File: config.mk
export PLATFORM = sky130hd
export DESIGN_NAME = irq_flag_ctrl
export DESIGN_NICKNAME = d
export VERILOG_FILES = /design/src/rtl/irqf_pkg.sv /design/src/rtl/irqf_resolve.sv /design/src/rtl/irqf_flag_bank.sv /design/src/rtl/irqf_stall.sv /design/src/rtl/irqf_irq_out.sv /design/src/rtl/irq_flag_ctrl.sv
export SDC_FILE = /design/constraint.sdc
export NUM_CORES = 1
export LEC_CHECK = 0
export BUFFER_PORTS_ARGS = -buffer_cell sky130_fd_sc_hd__clkbuf_2
export CAP_MARGIN = 40
export CORE_MARGIN = 1.5
export CORE_UTILIZATION = 45
export DETAILED_ROUTE_END_ITERATION = 8
export PLACE_DENSITY = 0.83
export SLEW_MARGIN = 30
export SYNTH_ARGS = -nofsm -noshare
export SYNTH_HDL_FRONTEND = slang
export SYNTH_SLANG_ARGS = --single-unit
File: constraint.sdc
create_clock -name clk -period 2.2 [get_ports clk]
set_input_delay 0.44 -clock clk [delete_from_list [all_inputs] [get_ports clk]]
set_output_delay 0.44 -clock clk [all_outputs]
set_load 0.005 [all_outputs]
File: src/rtl/irqf_pkg.sv
package irqf_pkg;
  parameter int unsigned NUM_ENG   = 4;
  parameter int unsigned NUM_FLAGS = 8;
  parameter int unsigned IDX_W     = 5;
  parameter int unsigned EXT_FLAGS = 4;
  localparam int unsigned FLAG_W   = $clog2(NUM_FLAGS);
  localparam int unsigned ENG_W    = $clog2(NUM_ENG);
endpackage

File: src/rtl/irqf_resolve.sv
module irqf_resolve
  import irqf_pkg::*;
#(
  parameter int unsigned ENG_ID = 0
) (
  input  logic                 op_valid,
  input  logic [IDX_W-1:0]     op_index,
  input  logic                 op_clear,
  output logic [FLAG_W-1:0]    flag_num,
  output logic [NUM_FLAGS-1:0] set_vec,
  output logic [NUM_FLAGS-1:0] clr_vec
);
  localparam logic [ENG_W-1:0] ID_LO = ENG_W'(ENG_ID);

  logic [ENG_W-1:0] low_bits;
  logic             unused_idx_bits;

  assign unused_idx_bits = ^op_index[IDX_W-2:FLAG_W];

  always_comb begin
    low_bits = op_index[ENG_W-1:0];
    if (op_index[IDX_W-1]) begin
      low_bits = op_index[ENG_W-1:0] + ID_LO;
    end
    flag_num = {op_index[FLAG_W-1:ENG_W], low_bits};
  end

  always_comb begin
    set_vec = '0;
    clr_vec = '0;
    if (op_valid) begin
      if (op_clear) begin
        clr_vec[flag_num] = 1'b1;
      end else begin
        set_vec[flag_num] = 1'b1;
      end
    end
  end
endmodule

File: src/rtl/irqf_flag_bank.sv
module irqf_flag_bank
  import irqf_pkg::*;
(
  input  logic                 clk,
  input  logic                 rst_n,
  input  logic [NUM_FLAGS-1:0] set_all,
  input  logic [NUM_FLAGS-1:0] clr_all,
  output logic [NUM_FLAGS-1:0] flags_q
);
  logic [NUM_FLAGS-1:0] flags_d;
  logic                 upd_en;

  always_comb begin
    upd_en  = (|set_all) | (|clr_all);
    flags_d = (flags_q & ~clr_all) | set_all;
  end

  always_ff @(posedge clk or negedge rst_n) begin
    if (!rst_n) begin
      flags_q <= '0;
    end else if (upd_en) begin
      flags_q <= flags_d;
    end
  end
endmodule

File: src/rtl/irqf_stall.sv
module irqf_stall
  import irqf_pkg::*;
(
  input  logic                 clk,
  input  logic                 rst_n,
  input  logic                 start,
  input  logic [FLAG_W-1:0]    start_flag,
  input  logic [NUM_FLAGS-1:0] flags,
  output logic                 stalled
);
  logic              stall_d;
  logic [FLAG_W-1:0] wflag_q;
  logic [FLAG_W-1:0] wflag_d;
  logic              stall_en;

  always_comb begin
    stall_d  = stalled;
    wflag_d  = wflag_q;
    stall_en = 1'b0;
    if (start) begin
      stall_d  = 1'b1;
      wflag_d  = start_flag;
      stall_en = 1'b1;
    end else if (stalled && !flags[wflag_q]) begin
      stall_d  = 1'b0;
      stall_en = 1'b1;
    end
  end

  always_ff @(posedge clk or negedge rst_n) begin
    if (!rst_n) begin
      stalled <= 1'b0;
      wflag_q <= '0;
    end else if (stall_en) begin
      stalled <= stall_d;
      wflag_q <= wflag_d;
    end
  end
endmodule

File: src/rtl/irqf_irq_out.sv
module irqf_irq_out
  import irqf_pkg::*;
(
  input  logic                 clk,
  input  logic                 rst_n,
  input  logic [EXT_FLAGS-1:0] flags_lo,
  input  logic [EXT_FLAGS-1:0] en0,
  input  logic [EXT_FLAGS-1:0] en1,
  output logic                 irq0,
  output logic                 irq1
);
  logic irq0_d;
  logic irq1_d;

  always_comb begin
    irq0_d = |(flags_lo & en0);
    irq1_d = |(flags_lo & en1);
  end

  always_ff @(posedge clk or negedge rst_n) begin
    if (!rst_n) begin
      irq0 <= 1'b0;
      irq1 <= 1'b0;
    end else begin
      irq0 <= irq0_d;
      irq1 <= irq1_d;
    end
  end
endmodule

File: src/rtl/irq_flag_ctrl.sv
module irq_flag_ctrl
  import irqf_pkg::*;
(
  input  logic                     clk,
  input  logic                     rst_n,
  input  logic [NUM_ENG-1:0]       op_valid,
  input  logic [NUM_ENG*IDX_W-1:0] op_index,
  input  logic [NUM_ENG-1:0]       op_clear,
  input  logic [NUM_ENG-1:0]       op_wait,
  input  logic                     sw_clr_valid,
  input  logic [EXT_FLAGS-1:0]     sw_clr_mask,
  input  logic [EXT_FLAGS-1:0]     int_en0,
  input  logic [EXT_FLAGS-1:0]     int_en1,
  output logic [NUM_FLAGS-1:0]     flags_o,
  output logic [NUM_ENG-1:0]       stalled_o,
  output logic                     irq0_o,
  output logic                     irq1_o
);
  logic [NUM_FLAGS-1:0] set_vec  [NUM_ENG];
  logic [NUM_FLAGS-1:0] clr_vec  [NUM_ENG];
  logic [FLAG_W-1:0]    flag_num [NUM_ENG];
  logic [NUM_FLAGS-1:0] set_all;
  logic [NUM_FLAGS-1:0] clr_all;

  for (genvar e = 0; e < NUM_ENG; e++) begin : g_eng
    irqf_resolve #(.ENG_ID(e)) u_res (
      .op_valid (op_valid[e]),
      .op_index (op_index[e*IDX_W +: IDX_W]),
      .op_clear (op_clear[e]),
      .flag_num (flag_num[e]),
      .set_vec  (set_vec[e]),
      .clr_vec  (clr_vec[e])
    );

    irqf_stall u_stall (
      .clk        (clk),
      .rst_n      (rst_n),
      .start      (op_valid[e] & op_wait[e] & ~op_clear[e]),
      .start_flag (flag_num[e]),
      .flags      (flags_o),
      .stalled    (stalled_o[e])
    );
  end

  always_comb begin
    set_all = '0;
    clr_all = '0;
    for (int e = 0; e < NUM_ENG; e++) begin
      set_all |= set_vec[e];
      clr_all |= clr_vec[e];
    end
    if (sw_clr_valid) begin
      clr_all[EXT_FLAGS-1:0] |= sw_clr_mask;
    end
  end

  irqf_flag_bank u_bank (
    .clk     (clk),
    .rst_n   (rst_n),
    .set_all (set_all),
    .clr_all (clr_all),
    .flags_q (flags_o)
  );

  irqf_irq_out u_irq (
    .clk      (clk),
    .rst_n    (rst_n),
    .flags_lo (flags_o[EXT_FLAGS-1:0]),
    .en0      (int_en0),
    .en1      (int_en1),
    .irq0     (irq0_o),
    .irq1     (irq1_o)
  );
endmodule

# Word-level counts from Yosys, hierarchy flattened
# Cells that the tools add are included.
# classes
add_sub_neg,3
multipliers,0
n_div,0
n_lt_le_gt_ge,12
n_eq_ne,0
shift,0
mux,52
n_bitwise,25
n_reduce_logical,28
# op_table
operator,count
$mux 8,16
$or 8x8->8,7
$lt 3x4->1 const B,8
$mux 1,24
$reduce_and 2->1,8
$reduce_or 8->1,2
$bmux 1 s3,4
$demux 1 s3,4
$ge 3x1->1 const B,4
$and 1x1->1,8
$and 4x4->4,2
$and 8x8->8,1
$logic_and 1x1->1,8
$not 8->8,1
$reduce_bool 2->1,4
$reduce_or 4->1,2
$mux 2,3
$add 2x2->2 const B,2
$logic_not 1->1,4
$mux 4,1
$not 1->1,4
$or 4x4->4,1
$add 2x1->2 const B,1
$or 1x1->1,1
# word_totals
register_bits,26
latch_bits,0
ram_bits,0
rom_bits,0
inputBits,47
output_inout_bits,14
wordCells,131
n_memories,0

# Depth between registers and ports, before layout
# Gate-level depths: netlist (run 1).
# depth
ltp_word,16
ltp_mapped,5
ltp_nobuf,4

# Cells and area by module
# Synthesis (run 1) repeated with hierarchy kept, for this count alone.
# hier_totals
cells_unflattened,240
area_unflattened_um2,2173.3
# by_module_without_submodules
mod,n_inst,cells_per_inst,area_per_inst_um2,seq_area_each_um2
irqf_stall,4,14,207.7,100.1
irqf_flag_bank,1,24,290.3,200.2
irqf_resolve (g_eng[1].u_res),1,35,236.5,0.0
irqf_resolve (g_eng[2].u_res),1,29,206.4,0.0
irqf_resolve (g_eng[3].u_res),1,30,203.9,0.0
irq_flag_ctrl,1,32,175.2,0.0
irqf_resolve (g_eng[0].u_res),1,26,142.6,0.0
irqf_irq_out,1,8,87.6,50.0

# Worst setup path before layout (run 1)
# Ideal clock, no wire load.
# synth_path
path_kind,input to register
start,input port op_index[9]
end,register u_bank.flags_q[0]
setup_time_ns,0.138
t_arrival_ns,1.526
required_time_ns,2.062
setup_slack_ns,0.536
stages,5
path_buffers,1
cell_sequence,buf_2 or3_1 a21oi_1 nor4_1 or4_1
# synth_via
elab_chain_cells,15
word_cells_on_any_way,24
cone_classes,2 x order compare; 8 x mux; 11 x bitwise; 3 x reduce/logical
# synth_rtl
element,line_no,text
start: declaration,irq_flag_ctrl.sv:7,"input logic [NUM_ENG*IDX_W-1:0] op_index,"
$mux 2 (*),irqf_resolve.sv:22,if (op_index[IDX_W-1]) begin
$lt 3x4->1 (implied by the code) or $ge 3x1->1 (tied branches),"irqf_resolve.sv:33, irqf_resolve.sv:35",
$logic_and 1x1->1 (implied by the code),"irqf_resolve.sv:33, irqf_resolve.sv:35",
$mux 1 (implied by the code),"irqf_resolve.sv:33, irqf_resolve.sv:35",
$demux 1 s3 (*),--,
branches (longest 10 deep; another with $mux 8),--,
end signal: assignment,irqf_flag_bank.sv:22,flags_q <= flags_d;
end: declaration,irqf_flag_bank.sv:8,output logic [NUM_FLAGS-1:0] flags_q
# Every way passes the cells marked *.
# A chain may end at the register's enable or synchronous reset.

# Worst setup path in the final report (run 1)
# layout_path
start,input port op_index[11]
end,register u_bank.flags_q[7]
# layout_via
elab_chain_cells,14
word_cells_on_any_way,23
cone_classes,1 x add/sub; 2 x order compare; 8 x mux; 9 x bitwise; 3 x reduce/logical
# layout_rtl
element,line_no,text
$add 2x2->2,irqf_resolve.sv:23,low_bits = op_index[ENG_W-1:0] + ID_LO;
$mux 2 (*),irqf_resolve.sv:22,
$lt 3x4->1 (implied by the code) or $ge 3x1->1 (tied branches),"irqf_resolve.sv:33, irqf_resolve.sv:35",
$logic_and 1x1->1 (implied by the code),"irqf_resolve.sv:33, irqf_resolve.sv:35",
$mux 1 (implied by the code),"irqf_resolve.sv:33, irqf_resolve.sv:35",
$demux 1 s3 (*),--,
$mux 8,irqf_resolve.sv:32,if (op_clear) begin
$mux 8,irqf_resolve.sv:31,if (op_valid) begin
$or 8x8->8 (2 in series),irq_flag_ctrl.sv:50,clr_all |= clr_vec[e];
$or 4x4->4,irq_flag_ctrl.sv:53,clr_all[EXT_FLAGS-1:0] |= sw_clr_mask;
$mux 4,irq_flag_ctrl.sv:52,if (sw_clr_valid) begin
$reduce_or 8->1,irqf_flag_bank.sv:14,upd_en = (|set_all) | (|clr_all);
$or 1x1->1,irqf_flag_bank.sv:14,
# Mark *: on every way between the ends. The rest lies on a longest branch, timed or not.

==> results.md, run 1 <==
- Post-route DRC: 0
- Final Non-Filler Cells: 292
- Max Slew Vio Count: 0
- Count leader, synth: dfrtp_1
- Pwr per Cell Area: roughly 670 nW/um2
- Via Count: 1,789
- Lkg Pwr: approximately 0.94 nW
- Largest net degree at the start of global routing: 27
- Peak fanout along the critical path: 6
- Worst hold path type: input port to asynchronous set/reset pin
- Die Area: 4510 um2
- Antenna violations before repair: 0
- Ys async rst share: 100%
- Vias in the first global route: 1,639
- Worst-path cell with the longest stage delay: xor2_1
- Unique cell type count in the Yosys netlist: 47
- Measured slew at the worst slew-check pin: approximately 660 ps
- Max clock buf depth: 2
- Syn Area/Cell: between 9 and 10 um2
- Max Fclk: 611 MHz
- Clock Latency Late Sink: 270 ps
- Synth top cells by count: 26 x dfrtp_1, 23 x nand2_1, 13 x nand3_1, 10 x o22ai_1, 9 x nand3b_1
- Setup TNS: 0 ps
- Status: complete, no violations
- Core area: 3970 um2
- Ys flop type: dfrtp_1
- Nets@finish: about 290
- Post-CTS Setup Repair Bufs: 0
- Sequential share of the synthesized area: between 30% and 40%
- Die Y: approximately 67 um
- Reg-to-reg endpoint: g_eng[2].u_stall.stalled
- Largest delay share family, worst path: simple AND/OR/NAND/NOR gates
- Post-DRT Antenna Nets: 0
- Initial core utilization: 46.7%
- Hold-fix buffers at CTS: 0
- Dpl ws: 308 ps
- Post-synth EDFFs: 0
- Final-report hold violation count: 0
- Total global-route track usage: 24.4%
- FF+latch count, synth: 26
- First-pass GRT wire length: 8.11 mm
- Share of cells above drive strength 1: between 30% and 40%
- Gr ovfl total: 0
- Required time worst endpoint: about 2400 ps
- Synth warnings: 0
- # resized after CTS: 0
- DR vias/cell: 6.13
- CP arrival: around 1800 ps
- Final Wtd Congestion: 0.946
- Type of origin of the critical path: input port
- Final setup vio count: 0
- ANT cells: 0
- Post-placement cell count: 289
- Crit. End Element: flop
- Rows: 23
- Max Cap Viol: 0
- Max IR drop VDD: between 0.0002 and 0.00025 V
- Crit path from: op_index[11]
- R2R Setup Slk: 890 ps
- Clk_skew: a little under 3 ps
- Detailed Place HPWL: ~4.0 mm
- Synthesis-to-finish area growth: 18.1%
- Iteration-0 DRC Markers: 100
- Largest area contributor in the netlist: dfrtp_1
- CTS Buf Count: 3
- RSZ-0062 raised after global routing: no
- DIE WIDTH: 67.2 um
- Critical path's largest stage delay: 440 ps
- Final setup margin: roughly 560 ps
- Crit Path Category: input port to flop
- Worst path cell trace: clkbuf_2, xor2_1, nand2_1, o2111a_1, or3_1
- First-pass detailed-route iteration total: 4
- Syn Inst Count: approximately 190
- Reg2Reg Depth: 3
- Worst hold margin: 184 ps
- Period utilisation layout: 74.4%
- CTS tree: yes
- Dominant cells by area after synthesis: dfrtp_1 35%, mux4_2 9.7%, mux2_2 4.9%
- Avg WL per Cell: 17.8 um
- H-tree depth: 1
- Clk slew on worst S/H paths: around 80 ps
- Syn_nets: 238
- R2r startpoint: u_bank.flags_q[2]
- Synth top area share: 35.1%
- Slew headroom: 55.9%
- Routed WL: 5.20 mm
- Mapped cell area: roughly 1900 um2
- CP Depth: 5
- Clk root buf: clkbuf_8
- Tmin final: 1640 ps
- Crit path capture: u_bank.flags_q[7]
- Boundary pin count: 61
- Buf+Inv Stages, Crit Path: 1
- # clock sinks: 26
- Count of input and output buffers: 55
-- per-layer routing --
| layer | up-vias | global-route usage [%] | share of wire, % | wire length (um) |
|---|---|---|---|---|
| met4 | 0 | 8.42 | 1.8 | 96 |
| met2 | 96 | 38.6 | 44 | 2300 |
| met5 | - | 0 | 0 | 0 |
| li1 | 845 | - | - | - |
| met1 | 837 | 34.6 | 45 | 2340 |
| met3 | 11 | 3.00 | 8.9 | 465 |
-- flip-flops by register name (all words and copies together), names as in the netlist --
| register | count |
|---|---|
| g_eng.u_stall.stalled | 4 |
| g_eng.u_stall.wflag_q | 12 |
| u_bank.flags_q | 8 |
| u_irq.irq0 | 1 |
| u_irq.irq1 | 1 |
-- report_power, final --
group / internal [mW] / switching (mW)
sequential: 0.575 / 0.142
combinational: 0.271 / 0.201
clock: 0.123 / 0.147
-- cells by family (layout without fill, tap and decap cells) --
family	after synthesis	in the layout	share of synthesized area (%)
XOR/XNOR	6	6	3.24
buffers and inverters	10	61	2.97
flip-flops	26	26	35.1
AO/OA/AOI/OAI	47	47	18.5
AND/OR/NAND/NOR	86	86	25.6
multiplexers	16	16	14.6
-- through the flow --
stage	total power, mW	instance area [um2]	utilization (%)
final	1.46	2190	55.1
after detailed placement	1.20	2150	54.1
after floorplan	0.990	1850	-
after global placement	1.18	2150	54.1
after global routing	1.54	2190	55.1
after CTS	1.46	2190	55.1
-- placed cells by master, fill, tap and decap left out, types with 5 or more instances in the layout --
master    count
nor3_1        8
mux4_2        8
nand2_1      23
or3_1         6
nand3b_1      9
nand3_1      13
mux2_2        8
nor2b_1       5
o21ai_0       7
clkbuf_2     55
o22ai_1      10
dfrtp_1      26
-- worst reg2reg max path, delay by kind of cell (launching register included) --
| family | cells | cell delay [ps] |
|---|---|---|
| flip-flops | 1 | 510 |
| AND/OR/NAND/NOR | 2 | 180 |
| multiplexers | 1 | 510 |
-- how the worst min path moves through the flow --
stage | endpoint | slack, ps
after global routing | g_eng[2].u_stall.wflag_q[0] | 230
after global placement | g_eng[1].u_stall.wflag_q[0] | 480
after CTS | g_eng[2].u_stall.wflag_q[0] | 210
after floorplan | g_eng[0].u_stall.stalled | 140
after detailed placement | g_eng[1].u_stall.wflag_q[0] | 490
final | g_eng[2].u_stall.wflag_q[1] | 180
-- layout make-up --
type,instances,area (um2)
multi-input cells,155,1150
fillers,359,1780
flip-flops and latches,26,651
inverters,3,11.3
clock buffers,3,41.3
repair buffers,55,275
well taps,50,62.6
No activity file was read; power rests on OpenSTA's default activity.
==> run 2: changes to the inputs <==
ABC_AREA = 1   (was unset)
PLACE_DENSITY = 0.84   (was 0.83)
clock period = 1.3 ns   (was 2.2 ns; I/O delays follow)
==> run 2 against run 1 <==
  * Clock skew about the same
  * Wire length increased by 7.6%
  * Total power increased by 73%
  * Clock power increased by 88%
  * Worst hold slack improved by 22 ps
  * Core utilization increased by 0.96 points
  * Global-route usage decreased by 1.9 points
  * Via count increased by 34%
  * Combinational power increased by 82%
  * Highest routed layer unchanged
  * Flip-flop and latch count unchanged
  * Critical endpoint is now flags_o[2]
  * Synthesized area increased by 16%
  * Die area increased by 15%
==> results.md, run 2 <==
- Status: complete, no violations
- Vias in the first global route: 2,108 (+29%)
- Clk root buf: clkbuf_8
- # resized after CTS: 0 (unchanged)
- Clock Latency Late Sink: 260 ps (about the same)
- Worst hold path type: input port to flop
- Placement Cell Area: 2440 um2 (+14%)
- Max Slew Vio Count: 0 (unchanged)
- Worst hold margin: 205 ps (+21.6 ps)
- ANT cells: 0 (unchanged)
- Post-DRT Antenna Nets: 0 (unchanged)
- Syn Inst Count: 335 (+75%)
- DIE WIDTH: 72.1 um (+7.3%)
- Rows: 24 (+4.3%)
- Tmin final: roughly 1200 ps
- Met3 wire len: 235 um (-49%)
- Initial core utilization: 48.0% (+1.3 points)
- Post-route DRC: 0 (unchanged)
- Worst-path cell with the longest stage delay: dfrtp_1
- First-pass detailed-route iteration total: 5 (+1)
- Final Wtd Congestion: 0.911 (-3.7%)
- Commonest non-fill, non-tap cell in the layout: nand2_1
- CTS tree: yes
- Max Fclk: about 810 MHz
- First-pass GRT wire length: 9.45 mm (+17%)
- Combinational share of power: 34.1% (+1.7 points)
- Measured slew at the worst slew-check pin: 323 ps (-338 ps)
- Synth top cells by count: 90 x nand2_1, 44 x nand4_1, 39 x nor2_1, 30 x nand3_1, 26 x dfrtp_1
- Count leader, synth: nand2_1
- Die Area: 5190 um2 (+15%)
- H-tree depth: 1 (unchanged)
- Unique cell type count in the Yosys netlist: 21 (-55%)
- Max IR drop VDD: 0.000670 V (+200%)
- Max Cap Viol: 0 (unchanged)
- Pwr per Cell Area: 1010 nW/um2 (+51%)
- Final-report hold violation count: 0 (unchanged)
- Met2 WL: 2.57 mm (+12%)
- Largest delay share family, worst path: flip-flops
- RSZ-0062 raised after global routing: no
- Sequential share of the synthesized area: 30.3% (-4.8 points)
- Crit Path Category: flop to output port
- Lkg Pwr: 1.31 nW (+40%)
- Switching Share: 37.1% (+3.5 points)
- Cell area after layout: 2510 um2 (+15%)
- Clock share of power: 20.1% (+1.6 points)
- Nets@finish: 435 (+49%)
- Ys flop type: dfrtp_1
- Antenna violations before repair: 0 (unchanged)
- Synth top area share: 30.3% (-4.8 points)
- Fillers: 452 (+26%)
- Max clock buf depth: 2 (unchanged)
- Gr ovfl total: 0 (unchanged)
- Total global-route track usage: 22.5% (-1.9 points)
- Count of input and output buffers: 55 (unchanged)
- Die Y: 72.1 um (+7.3%)
- Crit. End Element: output port
- Register name with the most flops: g_eng.u_stall.wflag_q
- Core area: 4470 um2 (+13%)
- # clock sinks: 26 (unchanged)
- Via Count: 2,397 (+34%)
- CTS Buf Count: 3 (unchanged)
- Hold endpoint: u_irq.irq0
- Origin of the worst min-delay path: int_en0[3]
- Critical path's largest stage delay: 530 ps (+90 ps)
- Slew headroom: 78.5% (+23 points)
- Clk slew on worst S/H paths: 90 ps (about the same)
- FF+latch count, synth: 26 (unchanged)
- R2r startpoint: u_bank.flags_q[2]
- Worst path cell trace: clkbuf_2
- Period utilisation layout: about 94%
- Share of cells above drive strength 1: 24.0% (-9.0 points)
- Largest area contributor in the netlist: dfrtp_1
- Syn_nets: 382 (+61%)
- Post-CTS Setup Repair Bufs: 0 (unchanged)
- Largest net degree at the start of global routing: 27 (unchanged)
- Met1 Wirelength: 2.72 mm (+16%)
- Syn Area/Cell: 6.41 um2 (-34%)
- Switching power: 0.938 mW (+91%)
- Reg2Reg Depth: 6 (+3)
- Peak fanout along the critical path: 8 (+2)
- Design Power: 2.53 mW (+73%)
- Avg WL per Cell: 12.7 um (-28%)
- Detailed Place HPWL: 4.43 mm (+11%)
- Post-synth EDFFs: 0 (unchanged)
- Buf+Inv Stages, Crit Path: 1 (unchanged)
- Required time worst endpoint: 1040 ps (-1310 ps)
- R2R Setup Slk: 170 ps (-720 ps)
- Iteration-0 DRC Markers: 165 (+65%)
- Largest regs: g_eng.u_stall.wflag_q (12), u_bank.flags_q (8), g_eng.u_stall.stalled (4)
- Mapped cell area: 2150 um2 (+16%)
- Synth warnings: 0 (unchanged)
- CP arrival: 970 ps (-820 ps)
- Routed WL: 5.60 mm (+7.6%)
- Setup TNS: 0 ps (unchanged)
- Ys async rst share: 100% (unchanged)
- Boundary pin count: 61 (unchanged)
- Clk_skew: 3.19 ps (+0.239 ps)
- Top sig layer: met4
- Hold Crit Depth: 3
- Dominant cells by area after synthesis: dfrtp_1 30%, nand2_1 16%, nand4_1 13%
- Synthesis-to-finish area growth: 16.9%
- Type of origin of the critical path: flop
- Most frequent cells in the layout: 90 x nand2_1, 55 x clkbuf_2, 44 x nand4_1
- Reg-to-reg endpoint: g_eng[1].u_stall.stalled
- Sequential power share: 45.8% (-3.3 points)
- DR vias/cell: 5.46 (-11%)
- Final setup vio count: 0 (unchanged)
- Max reg flops: 12 (unchanged)
- Internal power: 1.59 mW (+64%)
run 2: cell types whose count changed after synthesis, sizes merged, moves of 7 or more:
cell	before	now
nand2	23	99
nand4	1	44
nor2	3	46
inv	3	34
nand3	13	31
o21ai	7	24
o22ai	10	0
nand3b	9	0
mux4	8	0
mux2	8	1
run 2: area by class of cell:
type | instances | area [um2] | share of cell area (%)
Sequential cell | 26 | 651 | 25.9
Multi-Input combinational cell | 263 | 1300 | 51.6
Clock buffer | 4 | 55.1 | 2.19
Inverter | 34 | 128 | 5.08
Timing Repair Buffer | 60 | 315 | 12.6
Tap cell | 52 | 65.1 | 2.59
run 2: timing repair:
item                                   CTS  global route
hold buffers                             1             0
endpoints found under the hold margin   26             0
setup endpoints to repair                0             0
run 2: how the worst max path moves through the flow:
| stage | startpoint | end | slack, ps | cells past startpoint |
|---|---|---|---|---|
| global route | u_bank.flags_q[2] | flags_o[2] | 40 | 1 |
| finish | u_bank.flags_q[2] | flags_o[2] | 70 | 1 |
| floorplan | g_eng[1].u_stall.wflag_q[0] | g_eng[1].u_stall.stalled | 290 | 7 |
| global placement | op_index[1] | u_bank.flags_q[7] | 100 | 8 |
| detailed placement | op_index[5] | u_bank.flags_q[5] | 80 | 8 |
| CTS | u_bank.flags_q[2] | flags_o[2] | 60 | 1 |
run 2: per-stage QoR:
step | utilization, % | instances | worst slack, ps
after floorplan | - | 335 | 286
after global placement | 54.6 | 434 | 102
after detailed placement | 54.6 | 434 | 76.2
after CTS | 56.1 | 439 | 63.2
after global routing | 56.1 | 439 | 36.6
final | 56.1 | 439 | 72.5
run 2: metal layers:
| metal | up-vias | track usage (%) |
|---|---|---|
| met5 | - | 0 |
| li1 | 1245 | - |
| met2 | 65 | 35.5 |
| met4 | 0 | 5.87 |
| met1 | 1081 | 33.3 |
| met3 | 6 | 1.67 |
run 2: power groups by stage:
stage / sequential [mW] / clock (mW) / combinational (mW)
global placement: 1.16 / 0 / 0.836
global route: 1.18 / 0.547 / 0.994
floorplan: 1.09 / 0 / 0.599
CTS: 1.15 / 0.509 / 0.864
finish: 1.16 / 0.507 / 0.861
detailed placement: 1.17 / 0 / 0.857
run 2: cell families (layout without fill, tap and decap cells):
group,count (synthesis),in the layout,share of synthesized area (%)
AO/OA/AOI/OAI,38,38,9.79
buffers and inverters,46,98,9.32
flip-flops,26,26,30.3
multiplexers,1,1,0.524
AND/OR/NAND/NOR,224,224,50.1
==> run 3: changes to the inputs <==
PLACE_DENSITY = 0.75   (was 0.84)
==> run 3 against run 2 <==
  * The run now ends with DRC left
  * Core utilization barely moved
  * Die area unchanged
  * Non-clock buffer count is the same
  * Clock skew grew 6.4 ps
  * Sequential share of layout area is essentially flat
  * Sequential power barely moved
  * Total power shrank 1.4%
  * Design area hardly changed
  * Critical endpoint unchanged
==> results.md, run 3 (synthesis results as in run 2) <==
- # resized after CTS: 0 (unchanged)
- Clock share of power: 18.4% (-1.7 points)
- Required time worst endpoint: 1040 ps (about the same)
- Reg-to-reg endpoint: g_eng[1].u_stall.stalled
- Post-DRT Antenna Nets: 0 (unchanged)
- Most frequent cells in the layout: 90 x nand2_1, 55 x clkbuf_2, 44 x nand4_1
- Boundary pin count: 61 (unchanged)
- Dpl ws: 59.6 ps (-16.7 ps)
- Slew headroom: 80.3% (+1.9 points)
- Post-route DRC: 1 (+1)
- # clock sinks: 26 (unchanged)
- Antenna violations before repair: 0 (unchanged)
- Fillers: 431 (-4.6%)
- Synthesis-to-finish area growth: 16.8% (about the same)
- Largest net degree at the start of global routing: 21 (-22%)
- Type of origin of the critical path: flop
- Max Fclk: 819 MHz (+0.56%)
- Hold Crit Depth: 3 (unchanged)
- Commonest non-fill, non-tap cell in the layout: nand2_1
- Measured slew at the worst slew-check pin: 293 ps (-30.2 ps)
- Final Non-Filler Cells: 438 (-0.23%)
- Final Wtd Congestion: 0.906 (-0.57%)
- DR vias/cell: 5.63 (+3.0%)
- Nets@finish: 435 (unchanged)
- Worst hold margin: 193 ps (-12.2 ps)
- Violated checks: DRC
- Gr ovfl total: 0 (unchanged)
- Max IR drop VDD: 0.000449 V (-33%)
- CTS Buf Count: 3 (unchanged)
- ANT cells: 0 (unchanged)
- Setup TNS: 0 ps (unchanged)
- CP arrival: 960 ps (about the same)
- First-pass GRT wire length: 9.31 mm (-1.5%)
- Lkg Pwr: 1.31 nW (-0.22%)
- Final-report hold violation count: 0 (unchanged)
- Iteration-0 DRC Markers: 151 (-8.5%)
- Die Y: 72.1 um (unchanged)
- Worst hold path type: input port to flop
- First-pass detailed-route iteration total: 8 (+3)
- Switching Share: 38.6% (+1.4 points)
- Max clock buf depth: 2 (unchanged)
- Register area: 651 um2 (unchanged)
- Routed WL: 5.88 mm (+5.1%)
- Pwr per Cell Area: 993 nW/um2 (-1.3%)
- Worst-path cell with the longest stage delay: dfrtp_1
- DIE WIDTH: 72.1 um (unchanged)
- Via Count: 2,464 (+2.8%)
- Final setup margin: 79.4 ps (+6.88 ps)
- Share of cells above drive strength 1: 23.8% (-0.20 points)
- CP Depth: 1 (unchanged)
- Buf+Inv Stages, Crit Path: 1 (unchanged)
- Crit. End Element: output port
- Design Power: 2.49 mW (-1.4%)
- Detailed Place HPWL: 4.62 mm (+4.5%)
- Register name with the most flops: g_eng.u_stall.wflag_q
- Clk_skew: 9.57 ps (+6.37 ps)
- Switching power: 0.960 mW (+2.4%)
- Crit Path Category: flop to output port
- Reg2Reg Depth: 8 (+2)
- Worst path cell trace: clkbuf_2
- Largest delay share family, worst path: flip-flops
- Max Cap Viol: 0 (unchanged)
- CTS tree: yes
- R2r startpoint: u_bank.flags_q[7]
- Multi-input logic area: 1300 um2 (unchanged)
- Vias in the first global route: 2,051 (-2.7%)
- Avg WL per Cell: 13.4 um (+5.3%)
- Critical path's largest stage delay: 520 ps (about the same)
- Count of input and output buffers: 55 (unchanged)
- Die Area: 5190 um2 (unchanged)
- Peak fanout along the critical path: 8 (unchanged)
- R2R Setup Slk: 160 ps (about the same)
- Max reg flops: 12 (unchanged)
- Post-placement cell count: 434 (unchanged)
- Largest regs: g_eng.u_stall.wflag_q (12), u_bank.flags_q (8), g_eng.u_stall.stalled (4)
- Tmin final: 1220 ps (-6.88 ps)
- Clk slew on worst S/H paths: 90 ps (about the same)
- Total global-route track usage: 22.5% (about the same)
- Rows: 24 (unchanged)
- Internal power: 1.53 mW (-3.6%)
- Clock Latency Late Sink: 270 ps (about the same)
- Status: complete, but fails checks
- Hold endpoint: u_irq.irq1
- RSZ-0062 raised after global routing: no
- H-tree depth: 1 (unchanged)
- Combinational share of power: 35.3% (+1.2 points)
- Origin of the worst min-delay path: int_en1[2]
- Initial core utilization: 48.0% (unchanged)
- Clk root buf: clkbuf_8
- Core area: 4470 um2 (unchanged)
- Period utilisation layout: 93.9% (-0.53 points)
- Max Slew Vio Count: 0 (unchanged)
- Final setup vio count: 0 (unchanged)
- Sequential power share: 46.3% (+0.5 points)
==> run 3: changes by cell type in the layout (fill, tap and decap cells not counted), sizes merged <==
cell	delta
clkbuf	-1
==> run 3: cell type report <==
cell class | count | share of cell area (%)
multi-input combinational | 263 | 51.7
sequential | 26 | 25.9
timing repair buffer | 60 | 13.1
tap | 52 | 2.59
inverter | 34 | 5.09
clock buffer | 3 | 1.65
==> run 3: layer usage <==
metal | vias up | global-route usage [%] | part of all wire, %
li1 | 1254 | - | -
met4 | 0 | 5.24 | 0.71
met2 | 95 | 38.0 | 48
met3 | 6 | 2.50 | 6.8
met5 | - | 0 | 0
met1 | 1109 | 31.1 | 44
==> run 3: timing repair <==
item,CTS,global route
hold endpoints to repair,6,0
setup buffers,0,0
hold buffers,1,0
==> run 3: worst min-delay path: stages <==
cell and delay (ps):
clkbuf_2 70, nand2_1 40, nand4_1 60
==> run 3: power by group through the flow <==
stage / combinational (mW) / sequential, mW / clock (mW)
after floorplan: 0.599 / 1.09 / 0
after global placement: 0.845 / 1.16 / 0
after global routing: 0.998 / 1.18 / 0.471
final: 0.878 / 1.15 / 0.458
after CTS: 0.878 / 1.15 / 0.454
after detailed placement: 0.869 / 1.17 / 0
==> run 3: how the worst max path moves through the flow <==
stage / from / endpoint
2_1_floorplan: g_eng[1].u_stall.wflag_q[0] / g_eng[1].u_stall.stalled
3_3_place_gp: op_index[1] / u_bank.flags_q[6]
3_5_place_dp: op_index[1] / u_bank.flags_q[6]
4_1_cts: u_bank.flags_q[2] / flags_o[2]
5_1_grt: u_bank.flags_q[5] / g_eng[3].u_stall.stalled
6_report: u_bank.flags_q[2] / flags_o[2]
==> run 3: stage by stage <==
step / instance area, um2 / util, %
3_5_place_dp: 2460 / 54.9
2_1_floorplan: 2150 / -
3_3_place_gp: 2460 / 54.9
4_1_cts: 2510 / 56.1
6_report: 2510 / 56.1
5_1_grt: 2510 / 56.1
